## src/rtl/smbe_pkg.sv

```systemverilog
package smbe_pkg;

    localparam int BYTE_BITS  = 8;
    localparam int ADDR_BITS  = 8;
    localparam int HALF_BYTES = 2 ** (ADDR_BITS - 1);
    localparam int CNT_W      = $clog2(BYTE_BITS + 1);

    typedef enum logic [3:0] {
        ST_IDLE,
        ST_ADDR,
        ST_AACK,
        ST_CMD,
        ST_CACK,
        ST_WDATA,
        ST_DACK,
        ST_RDATA,
        ST_RACK,
        ST_IGNORE
    } state_t;

    typedef struct packed {
        logic                 en;
        logic [ADDR_BITS-1:0] addr;
        logic [BYTE_BITS-1:0] data;
    } wr_req_t;

    function automatic logic [BYTE_BITS-1:0] info_byte(input logic [ADDR_BITS-1:0] a);
        logic [BYTE_BITS-1:0] t;
        t = a * 8'h1D;
        return t + 8'h5A;
    endfunction

    function automatic logic in_scratch(input logic [ADDR_BITS-1:0] a);
        return a[ADDR_BITS-1];
    endfunction

endpackage

```

## src/rtl/smbe_sync.sv

```systemverilog
module smbe_sync #(
    parameter int   W       = 1,
    parameter int   STAGES  = 2,
    parameter logic RST_VAL = 1'b0
) (
    input  logic         clk,
    input  logic         rst,
    input  logic [W-1:0] d_i,
    output logic [W-1:0] q_o
);
    localparam int TOTAL = STAGES * W;

    logic [TOTAL-1:0] sr_q;

    always_ff @(posedge clk) begin
        if (rst) begin
            sr_q <= {TOTAL{RST_VAL}};
        end else begin
            sr_q <= {sr_q[TOTAL-W-1:0], d_i};
        end
    end

    assign q_o = sr_q[TOTAL-1 -: W];
endmodule

```

## src/rtl/smbe_mem.sv

```systemverilog
module smbe_mem
    import smbe_pkg::*;
(
    input  logic                 clk,
    input  logic                 rst,
    input  wr_req_t              wr_i,
    input  logic [ADDR_BITS-1:0] raddr_i,
    output logic [BYTE_BITS-1:0] rdata_o
);
    logic [BYTE_BITS-1:0] scratch_q [HALF_BYTES];

    genvar g;
    generate
        for (g = 0; g < HALF_BYTES; g++) begin : g_byte
            always_ff @(posedge clk) begin
                if (rst) begin
                    scratch_q[g] <= '1;
                end else if (wr_i.en && in_scratch(wr_i.addr)
                             && (wr_i.addr[ADDR_BITS-2:0] == (ADDR_BITS-1)'(g))) begin
                    scratch_q[g] <= wr_i.data;
                end
            end
        end
    endgenerate

    always_comb begin
        if (in_scratch(raddr_i)) begin
            rdata_o = scratch_q[raddr_i[ADDR_BITS-2:0]];
        end else begin
            rdata_o = info_byte(raddr_i);
        end
    end
endmodule

```

## src/rtl/smbe_busy.sv

```systemverilog
module smbe_busy #(
    parameter int BUSY_CYCLES = 1250000
) (
    input  logic clk,
    input  logic rst,
    input  logic load_i,
    output logic busy_o
);
    localparam int CW = $clog2(BUSY_CYCLES + 1);
    localparam logic [CW-1:0] LOAD_VAL = CW'(BUSY_CYCLES);

    logic [CW-1:0] cnt_q;

    always_ff @(posedge clk) begin
        if (rst) begin
            cnt_q <= '0;
        end else if (load_i) begin
            cnt_q <= LOAD_VAL;
        end else if (cnt_q != '0) begin
            cnt_q <= cnt_q - 1'b1;
        end
    end

    assign busy_o = (cnt_q != '0);
endmodule

```

## src/rtl/smbe_fsm.sv

```systemverilog
module smbe_fsm
    import smbe_pkg::*;
#(
    parameter logic [6:0] DEV_ADDR = 7'h50
) (
    input  logic                 clk,
    input  logic                 rst,
    input  logic                 scl_s_i,
    input  logic                 sda_s_i,
    input  logic                 wp_s_i,
    input  logic                 busy_i,
    input  logic [BYTE_BITS-1:0] rdata_i,
    output logic [ADDR_BITS-1:0] ptr_o,
    output wr_req_t              wr_o,
    output state_t               st_o,
    output logic                 oe_o
);
    localparam logic [CNT_W-1:0] FULL = CNT_W'(BYTE_BITS);

    logic                 scl_d_q, sda_d_q;
    logic                 scl_rise, scl_fall, start_c, stop_c;
    state_t               st_q;
    logic [CNT_W-1:0]     cnt_q;
    logic [BYTE_BITS-1:0] rx_q, tx_q, wdat_q;
    logic [ADDR_BITS-1:0] ptr_q;
    logic                 rd_q, oe_q, we_q;

    always_ff @(posedge clk) begin
        if (rst) begin
            scl_d_q <= 1'b1;
            sda_d_q <= 1'b1;
        end else begin
            scl_d_q <= scl_s_i;
            sda_d_q <= sda_s_i;
        end
    end

    assign scl_rise = scl_s_i & ~scl_d_q;
    assign scl_fall = ~scl_s_i & scl_d_q;
    assign start_c  = scl_s_i & scl_d_q & sda_d_q & ~sda_s_i;
    assign stop_c   = scl_s_i & scl_d_q & ~sda_d_q & sda_s_i;

    always_ff @(posedge clk) begin
        if (rst) begin
            st_q   <= ST_IDLE;
            cnt_q  <= '0;
            rx_q   <= '0;
            tx_q   <= '0;
            wdat_q <= '0;
            ptr_q  <= '0;
            rd_q   <= 1'b0;
            oe_q   <= 1'b0;
            we_q   <= 1'b0;
        end else begin
            we_q <= 1'b0;
            if (start_c) begin
                st_q  <= ST_ADDR;
                cnt_q <= '0;
                oe_q  <= 1'b0;
            end else if (stop_c) begin
                st_q  <= ST_IDLE;
                cnt_q <= '0;
                oe_q  <= 1'b0;
            end else begin
                unique case (st_q)
                    ST_ADDR, ST_CMD, ST_WDATA: begin
                        if (scl_rise) begin
                            rx_q  <= {rx_q[BYTE_BITS-2:0], sda_s_i};
                            cnt_q <= cnt_q + 1'b1;
                        end else if (scl_fall && cnt_q == FULL) begin
                            cnt_q <= '0;
                            case (st_q)
                                ST_ADDR: begin
                                    if (rx_q[7:1] == DEV_ADDR && !busy_i) begin
                                        rd_q <= rx_q[0];
                                        st_q <= ST_AACK;
                                        oe_q <= 1'b1;
                                    end else begin
                                        st_q <= ST_IGNORE;
                                        oe_q <= 1'b0;
                                    end
                                end
                                ST_CMD: begin
                                    ptr_q <= rx_q;
                                    st_q  <= ST_CACK;
                                    oe_q  <= 1'b1;
                                end
                                default: begin
                                    wdat_q <= rx_q;
                                    st_q   <= ST_DACK;
                                    oe_q   <= 1'b1;
                                end
                            endcase
                        end
                    end
                    ST_AACK: begin
                        if (scl_fall) begin
                            cnt_q <= '0;
                            if (rd_q) begin
                                tx_q <= rdata_i;
                                oe_q <= ~rdata_i[BYTE_BITS-1];
                                st_q <= ST_RDATA;
                            end else begin
                                oe_q <= 1'b0;
                                st_q <= ST_CMD;
                            end
                        end
                    end
                    ST_CACK: begin
                        if (scl_fall) begin
                            oe_q <= 1'b0;
                            st_q <= ST_WDATA;
                        end
                    end
                    ST_DACK: begin
                        if (scl_fall) begin
                            oe_q <= 1'b0;
                            st_q <= ST_IGNORE;
                            we_q <= in_scratch(ptr_q) & ~wp_s_i;
                        end
                    end
                    ST_RDATA: begin
                        if (scl_rise) begin
                            cnt_q <= cnt_q + 1'b1;
                        end else if (scl_fall) begin
                            if (cnt_q == FULL) begin
                                cnt_q <= '0;
                                oe_q  <= 1'b0;
                                st_q  <= ST_RACK;
                            end else begin
                                tx_q <= {tx_q[BYTE_BITS-2:0], 1'b0};
                                oe_q <= ~tx_q[BYTE_BITS-2];
                            end
                        end
                    end
                    ST_RACK: begin
                        if (scl_fall) begin
                            st_q <= ST_IGNORE;
                        end
                    end
                    default: begin
                        oe_q <= 1'b0;
                    end
                endcase
            end
        end
    end

    assign ptr_o   = ptr_q;
    assign wr_o.en   = we_q;
    assign wr_o.addr = ptr_q;
    assign wr_o.data = wdat_q;
    assign st_o    = st_q;
    assign oe_o    = oe_q;
endmodule

```

## src/rtl/smb_eeprom_target.sv

```systemverilog
module smb_eeprom_target
    import smbe_pkg::*;
#(
    parameter logic [6:0] DEV_ADDR    = 7'h50,
    parameter int         BUSY_CYCLES = 1250000,
    parameter int         SYNC_STAGES = 2
) (
    input  logic clk,
    input  logic rst,
    input  logic scl_i,
    input  logic sda_i,
    input  logic wp_i,
    output logic sda_oe_o
);
    logic [1:0]           bus_s;
    logic                 scl_s, sda_s, wp_s;
    logic                 busy_w;
    logic [ADDR_BITS-1:0] ptr_w;
    logic [BYTE_BITS-1:0] rdata_w;
    wr_req_t              wr_w;
    state_t               st_w;
    logic                 we_w;
    logic [ADDR_BITS-1:0] waddr_w;

    smbe_sync #(.W(2), .STAGES(SYNC_STAGES), .RST_VAL(1'b1)) bus_sync_i (
        .clk(clk), .rst(rst), .d_i({scl_i, sda_i}), .q_o(bus_s)
    );

    smbe_sync #(.W(1), .STAGES(SYNC_STAGES), .RST_VAL(1'b0)) wp_sync_i (
        .clk(clk), .rst(rst), .d_i(wp_i), .q_o(wp_s)
    );

    assign scl_s = bus_s[1];
    assign sda_s = bus_s[0];

    smbe_fsm #(.DEV_ADDR(DEV_ADDR)) fsm_i (
        .clk(clk), .rst(rst),
        .scl_s_i(scl_s), .sda_s_i(sda_s), .wp_s_i(wp_s),
        .busy_i(busy_w), .rdata_i(rdata_w),
        .ptr_o(ptr_w), .wr_o(wr_w), .st_o(st_w), .oe_o(sda_oe_o)
    );

    smbe_mem mem_i (
        .clk(clk), .rst(rst), .wr_i(wr_w), .raddr_i(ptr_w), .rdata_o(rdata_w)
    );

    smbe_busy #(.BUSY_CYCLES(BUSY_CYCLES)) busy_i (
        .clk(clk), .rst(rst), .load_i(wr_w.en), .busy_o(busy_w)
    );

    assign we_w    = wr_w.en;
    assign waddr_w = wr_w.addr;
endmodule

```

## config.mk

```make
export PLATFORM = sky130hd
export DESIGN_NAME = smb_eeprom_target
export DESIGN_NICKNAME = d
export VERILOG_FILES = /design/src/rtl/smbe_pkg.sv /design/src/rtl/smbe_sync.sv /design/src/rtl/smbe_mem.sv /design/src/rtl/smbe_busy.sv /design/src/rtl/smbe_fsm.sv /design/src/rtl/smb_eeprom_target.sv
export SDC_FILE = /design/constraint.sdc
export NUM_CORES = 2
export LEC_CHECK = 0
export CAP_MARGIN = 20
export CORE_ASPECT_RATIO = 0.6
export CORE_MARGIN = 4
export CORE_UTILIZATION = 52
export DETAILED_ROUTE_END_ITERATION = 10
export PLACE_DENSITY = 0.78
export SLEW_MARGIN = 40
export SYNTH_ARGS = -nofsm -noshare
export SYNTH_HDL_FRONTEND = slang
export SYNTH_SLANG_ARGS = --single-unit
```

## constraint.sdc

```tcl
create_clock -name clk -period 4.55 [get_ports clk]
set_input_delay 0.91 -clock clk [delete_from_list [all_inputs] [get_ports clk]]
set_output_delay 0.91 -clock clk [all_outputs]
set_load 0.01 [all_outputs]
```

---- Word level (Yosys, flattened, before mapping) ----
Memory sizes are Yosys's and may differ from the RTL's. A register that Yosys moved wholly into a read port is not among the register bits.
Cells that the tools add are included.
storage, ports and cells
  register bits after elaboration ......... 71
  RAM bits ................................ 1024
  bits of input ports ..................... 5
  output and inout bits ................... 1
  logic and storage cells ................. 1042
  memories ................................ 1
memory list
  name             words  width  rd ports  clocked after memory_dff  wr ports  line            text
  mem_i.scratch_q  128    8      1         1                         128       smbe_mem.sv:10  logic [BYTE_BITS-1:0] scratch_q [HALF_BYTES];
cells by class
  add/subtract/negate cells ............... 3
  $mul .................................... 1
  eq/ne operators ......................... 159
  multiplexer cells ....................... 557
  bitwise logic cells ..................... 150
  reductions and logical operators ........ 155
operators by type and width
  cell                     count
  $mux W8                  129
  $eq A7 B7 Y1 const B     65
  $mux W1                  398
  $eq A7 B6 Y1 const B     32
  $logic_and A1 B1 Y1      131
  $or A1 B1 Y1             128
  $eq A7 B5 Y1 const B     16
  $mux W4                  15
  $eq A7 B4 Y1 const B     8
  $mux W7                  7
  $mux W21                 2
  $eq A7 B3 Y1 const B     4
  $ne A4 B1 Y1 const B     6
  $reduce_bool A21 Y1      1
  $sub A21 B1 Y21 const B  1
  $pmux W4 S5              1
  $reduce_and A9 Y1        2
  $eq A4 B3 Y1 const B     4
  $ne A2 B1 Y1 const B     8
  $eq A7 B2 Y1 const B     2
  $not A1 Y1               14
  $pmux W7 S2              1
  $reduce_and A7 Y1        2
  $pmux W4 S3              1
  27 further kinds         47

---- Depth between registers and ports, before layout ----
  word-level depth ........................ 10
  depth in mapped cells ................... 15
  gate-level depth less buffers ........... 15

---- Hierarchy ----
From an unflattened synthesis, not the netlist that was laid out.
unflattened totals
  cells, all modules ...................... 3699
  area, all modules ....................... 52584.2 um^2
by module, submodules not included
  module                  instances  cells an instance  area each (um^2)  seq. area each (um^2)
  smbe_mem                1          3271               48682.9           30749.5
  smbe_fsm                1          265                2471.1            880.8
  smbe_busy               1          149                1257.5            420.4
  smbe_sync (bus_sync_i)  1          10                 120.1             80.1
  smbe_sync (wp_sync_i)   1          4                  52.6              40.0

---- Worst setup path before layout ----
OpenSTA, ideal clock, no wires.
  kind .................................... register -> register
  start point ............................. reg fsm_i.ptr_q[1], in the netlist fsm_i.ptr_o[1]
  end point ............................... reg fsm_i.oe_q, in the netlist fsm_i.oe_o
  setup time .............................. 0.141 ns
  arrival time ............................ 3.471 ns
  data required time ...................... 4.409 ns
  setup slack ............................. 0.938 ns
  cell stages (with the launch flop) ...... 16
  path buffers ............................ 0
  clock period less this slack ............ 3.612 ns
  path through ............................ dfxtp_1 > inv_1 > fa_1 > inv_1 > fa_1 > inv_1 > fa_1 > inv_1 > ha_1 > a21o_1 > a21oi_1 > xnor3_1 > o21bai_1 > a21oi_1 > o31ai_1 > a21oi_1
on the way
  cells in the longest elaborated chain, start to end .. 7
RTL lines
  what                    line             text
  start, declared         smbe_fsm.sv:25   logic [ADDR_BITS-1:0] ptr_q;
  start signal, assigned  smbe_fsm.sv:84   ptr_q <= rx_q;
  $mul A8 B5 Y8           smbe_pkg.sv:29   t = a * 8'h1D;
  $add A8 B7 Y8           smbe_pkg.sv:30   return t + 8'h5A;
  $mux W8                 smbe_mem.sv:27   if (in_scratch(raddr_i)) begin
  $not A1 Y1              smbe_fsm.sv:101  oe_q <= ~rdata_i[BYTE_BITS-1];
  $mux W1                 smbe_fsm.sv:99   if (rd_q) begin
  $mux W1                 smbe_fsm.sv:97   if (scl_fall) begin
  $pmux W1 S5             smbe_fsm.sv:65   unique case (st_q)
  end signal, assigned    smbe_fsm.sv:101
  end signal, assigned    smbe_fsm.sv:132  oe_q <= ~tx_q[BYTE_BITS-2];
  end, declared           smbe_fsm.sv:26   logic rd_q, oe_q, we_q;
No other way between the ends. The select of a mux whose other input is x is not followed.
A chain may end at the register's enable or synchronous reset.

---- Final worst setup path ----
  start point ............................. reg fsm_i.ptr_q[2], in the netlist fsm_i.ptr_o[2]
  end point ............................... reg fsm_i.oe_q, in the netlist fsm_i.oe_o
Same word-level chain as after synthesis.

==> metrics <==
Worst R2R Path Depth 15; Least-Margin Pin Slew about 0.9 ns; Cells on Worst Hold Path 1; Yosys top cell area share 59.94%; Slew Viols, Final 0; synth top area cells edfxtp_1 (60%), or3_1 (13%), mux4_2 (11%); routed length per instance about 29 um; Fin. Hold Viols 0; RSZ-0062 raised after global routing no; area grow syn2layout 9.826%; DRT antenna net count 0; Seq cells post-synth 1102; initial core utilization 52.89%; CTS max path bufs 3; GRT overflow 0; Final Non-Filler Cells 4869; Finished Core Util between 50% and 60%; chip width 413.5 um; most frequent cell after synthesis or3_1; Placed Area 0.05320 mm^2; ys async rst share 0%; sequential share of the synthesized area 62.98%; CTS tree yes; Iteration-0 DRC Markers about 5400; Die H 251.3 um; postcts setup bufs 0; R2R Path Start fsm_i.ptr_o[2]$_SDFFE_PP0P_; post-synthesis mux area share 12.03%; Unique masters post-synth 64; DP Wirelength 85.37 mm; status complete, no violations; core area 0.09700 mm^2; post-synthesis simple-gate area fraction 15.23%; R2R Path End fsm_i.oe_o$_SDFFE_PP0P_; worst slack, placed 0.6878 ns; first-pass GRT wire length 209.7 mm; io pins 6; Req. time, crit path 5.11 ns; hold crit path type reg -> reg; largest family of logic cells by synthesized area simple AND/OR/NAND/NOR gates; Cell Rows 88; vias in the first global route around 32000; # H-tree levels 3; layout cell share with drive strength beyond 1 19.15%; GR Util All Layers 26.76%; Post-Synth Adder-Cell Area 0.8682%; Synth Cell Area about 0.05 mm^2; Post-CTS Hold Buffers 0; # nets final 3525; CTS buffer count 91; fmax approximately 260 MHz; Post-Synthesis Cells 3633; port buffer count 5; Clock Sink Count 1102; total wire length 140.2 mm; DIE AREA 0.1039 mm^2; crit share post-route a little under nine tenths; initial antenna violation count 2; Worst setup SP type flip-flop; routability cong. ~0.95; number of synthesized flops with an enable pin 1024; Post-synth top cells or3_1 (1028), edfxtp_1 (1024), clkbuf_1 (418), mux4_2 (249), o21ai_0 (142); clock root cell clkbuf_16; Worst slew margin between 40 and 50%; xor and xnor area share after synthesis 0.5731%; Setup CP Type reg -> reg; Max-Cap Viols 0; worst vdd rail ir drop 0.3788 mV; post-CTS sizing 0; Setup Viol. Count Final 0; CP arrival 4.43 ns; syn nets 3670; leading area contributor after synthesis edfxtp_1; Post-Place Cells 4698; Final WS setup 0.6767 ns; drt via density 6.819; CP max FO 7; worst hold path endpoint bus_sync_i.sr_q[2]$_SDFF_PP1_; Synth Warn # 0; Hold Path Origin bus_sync_i.sr_q[0]$_SDFF_PP1_; Setup TNS 0 ns; Compound-Gate Fraction of Synth Area 4.441%; FF-to-FF setup slack 0.68 ns; pin count of the biggest net entering global routing 129; Synth Area per Inst about 14 um^2; Design Area, Final 0.05635 mm^2; DR pass1 iterations 8; min Tclk post-route between 3 and 4 ns; CTS clk-pin slew, worst paths ~0.070 ns; Layout Skew 0.02893 ns; Lkg Pwr 13.48 nW; clk_lat worst skew 0.71 ns; Remaining DRCs 0; ys flop type edfxtp_1; pwr dens approximately 360 mW/mm^2; via count around 33000; Crit. End Element flip-flop
==> kinds of logic (layout without fill, tap and decap cells) <==
logic type / Yosys count / after routing
DFF: 1102 / 1102
xor gates and xnor gates: 32 / 32
muxes: 305 / 305
adders and majority gates: 32 / 32
buffers and inverters: 495 / 424
and+or+nand+nor: 1304 / 1304
other: 0 / 2
AOI/OAI and AO/OA: 363 / 363
==> critical path, cell delays in order, from the launching register on <==
cell and delay, ns:
dfxtp_1 0.48, inv_1 0.18, fa_1 0.54, inv_1 0.06
fa_1 0.53, inv_1 0.06, fa_1 0.53, inv_1 0.05
ha_1 0.33, a21o_1 0.17, a21oi_1 0.15, xnor3_1 0.25
o21bai_1 0.15, a21oi_1 0.09, o31ai_1 0.09, a21oi_1 0.09
==> where the power goes <==
part | internal [W] | total [W] | switching [W] | leakage (nW)
combinational | 0.000330 | 0.000935 | 0.000606 | 4.41
sequential | 0.0111 | 0.0112 | 0.0000795 | 7.59
clock | 0.00457 | 0.00833 | 0.00376 | 1.48
total | 0.0160 | 0.0204 | 0.00445 | 13.5
==> sequential cells by signal, summed over array words and instances, names as in the netlist, named ones only <==
register         cells
busy_i.cnt_q        21
fsm_i.rd_q           1
fsm_i.tx_q           7
fsm_i.rx_q           8
fsm_i.we_q           1
fsm_i.wdat_q         8
fsm_i.oe_o           1
mem_i.scratch_q   1024
fsm_i.st_o           4
fsm_i.cnt_q          4
fsm_i.ptr_o          8
fsm_i.sda_d_q        1
wp_sync_i.sr_q       2
fsm_i.scl_d_q        1
bus_sync_i.sr_q      4
==> area by class of cell <==
class / instances / area (um^2)
inverters: 21 / 81.33
diodes: 2 / 5.005
fillers: 7157 / 40660
flip-flops and latches: 1102 / 32350
multi-input cells: 2036 / 17160
clock inverters: 55 / 661.9
repair buffers: 236 / 2057
well taps: 1305 / 1633
clock buffers: 112 / 2397
==> worst max-delay path by stage <==
stage / start / end / slack (ns) / cells after the start
4_1_cts: fsm_i.ptr_o[2]$_SDFFE_PP0P_ / fsm_i.oe_o$_SDFFE_PP0P_ / 0.68 / 15
5_1_grt: fsm_i.ptr_o[2]$_SDFFE_PP0P_ / fsm_i.oe_o$_SDFFE_PP0P_ / 0.44 / 15
2_1_floorplan: fsm_i.ptr_o[1]$_SDFFE_PP0P_ / fsm_i.oe_o$_SDFFE_PP0P_ / 0.94 / 15
3_5_place_dp: fsm_i.ptr_o[2]$_SDFFE_PP0P_ / fsm_i.oe_o$_SDFFE_PP0P_ / 0.69 / 15
6_report: fsm_i.ptr_o[2]$_SDFFE_PP0P_ / fsm_i.oe_o$_SDFFE_PP0P_ / 0.68 / 15
3_3_place_gp: fsm_i.ptr_o[2]$_SDFFE_PP0P_ / fsm_i.oe_o$_SDFFE_PP0P_ / 0.58 / 15
==> routing by layer <==
layer | GRT usage (%) | vias up | wire length (um)
li1 | - | 13870 | -
met1 | 39.88 | 16530 | 53960
met2 | 36.68 | 2508 | 59880
met3 | 10.37 | 292 | 22610
met4 | 7.354 | 2 | 3750
met5 | 0 | - | 7
==> cells in the final DEF, fill, tap and decap left out, types with 46 or more instances in the layout <==
master	Yosys	routed
a21oi_1	53	53
a22oi_1	88	88
buf_4	19	206
clkbuf_16	0	92
dfxtp_1	78	65
edfxtp_1	1024	1024
mux2i_1	55	55
mux4_2	249	249
nand2_1	62	46
nor2_1	78	76
o21ai_0	142	126
or3_1	1028	1028
==> through the flow <==
stage / power (W) / hold WS, ns
floorplan: 0.01200 / 0.3895
global placement: 0.01227 / 0.3942
detailed placement: 0.01229 / 0.3982
CTS: 0.02044 / 0.4165
global route: 0.02098 / 0.4401
finish: 0.02043 / 0.4113
No activity file was read; power rests on OpenSTA's default activity.
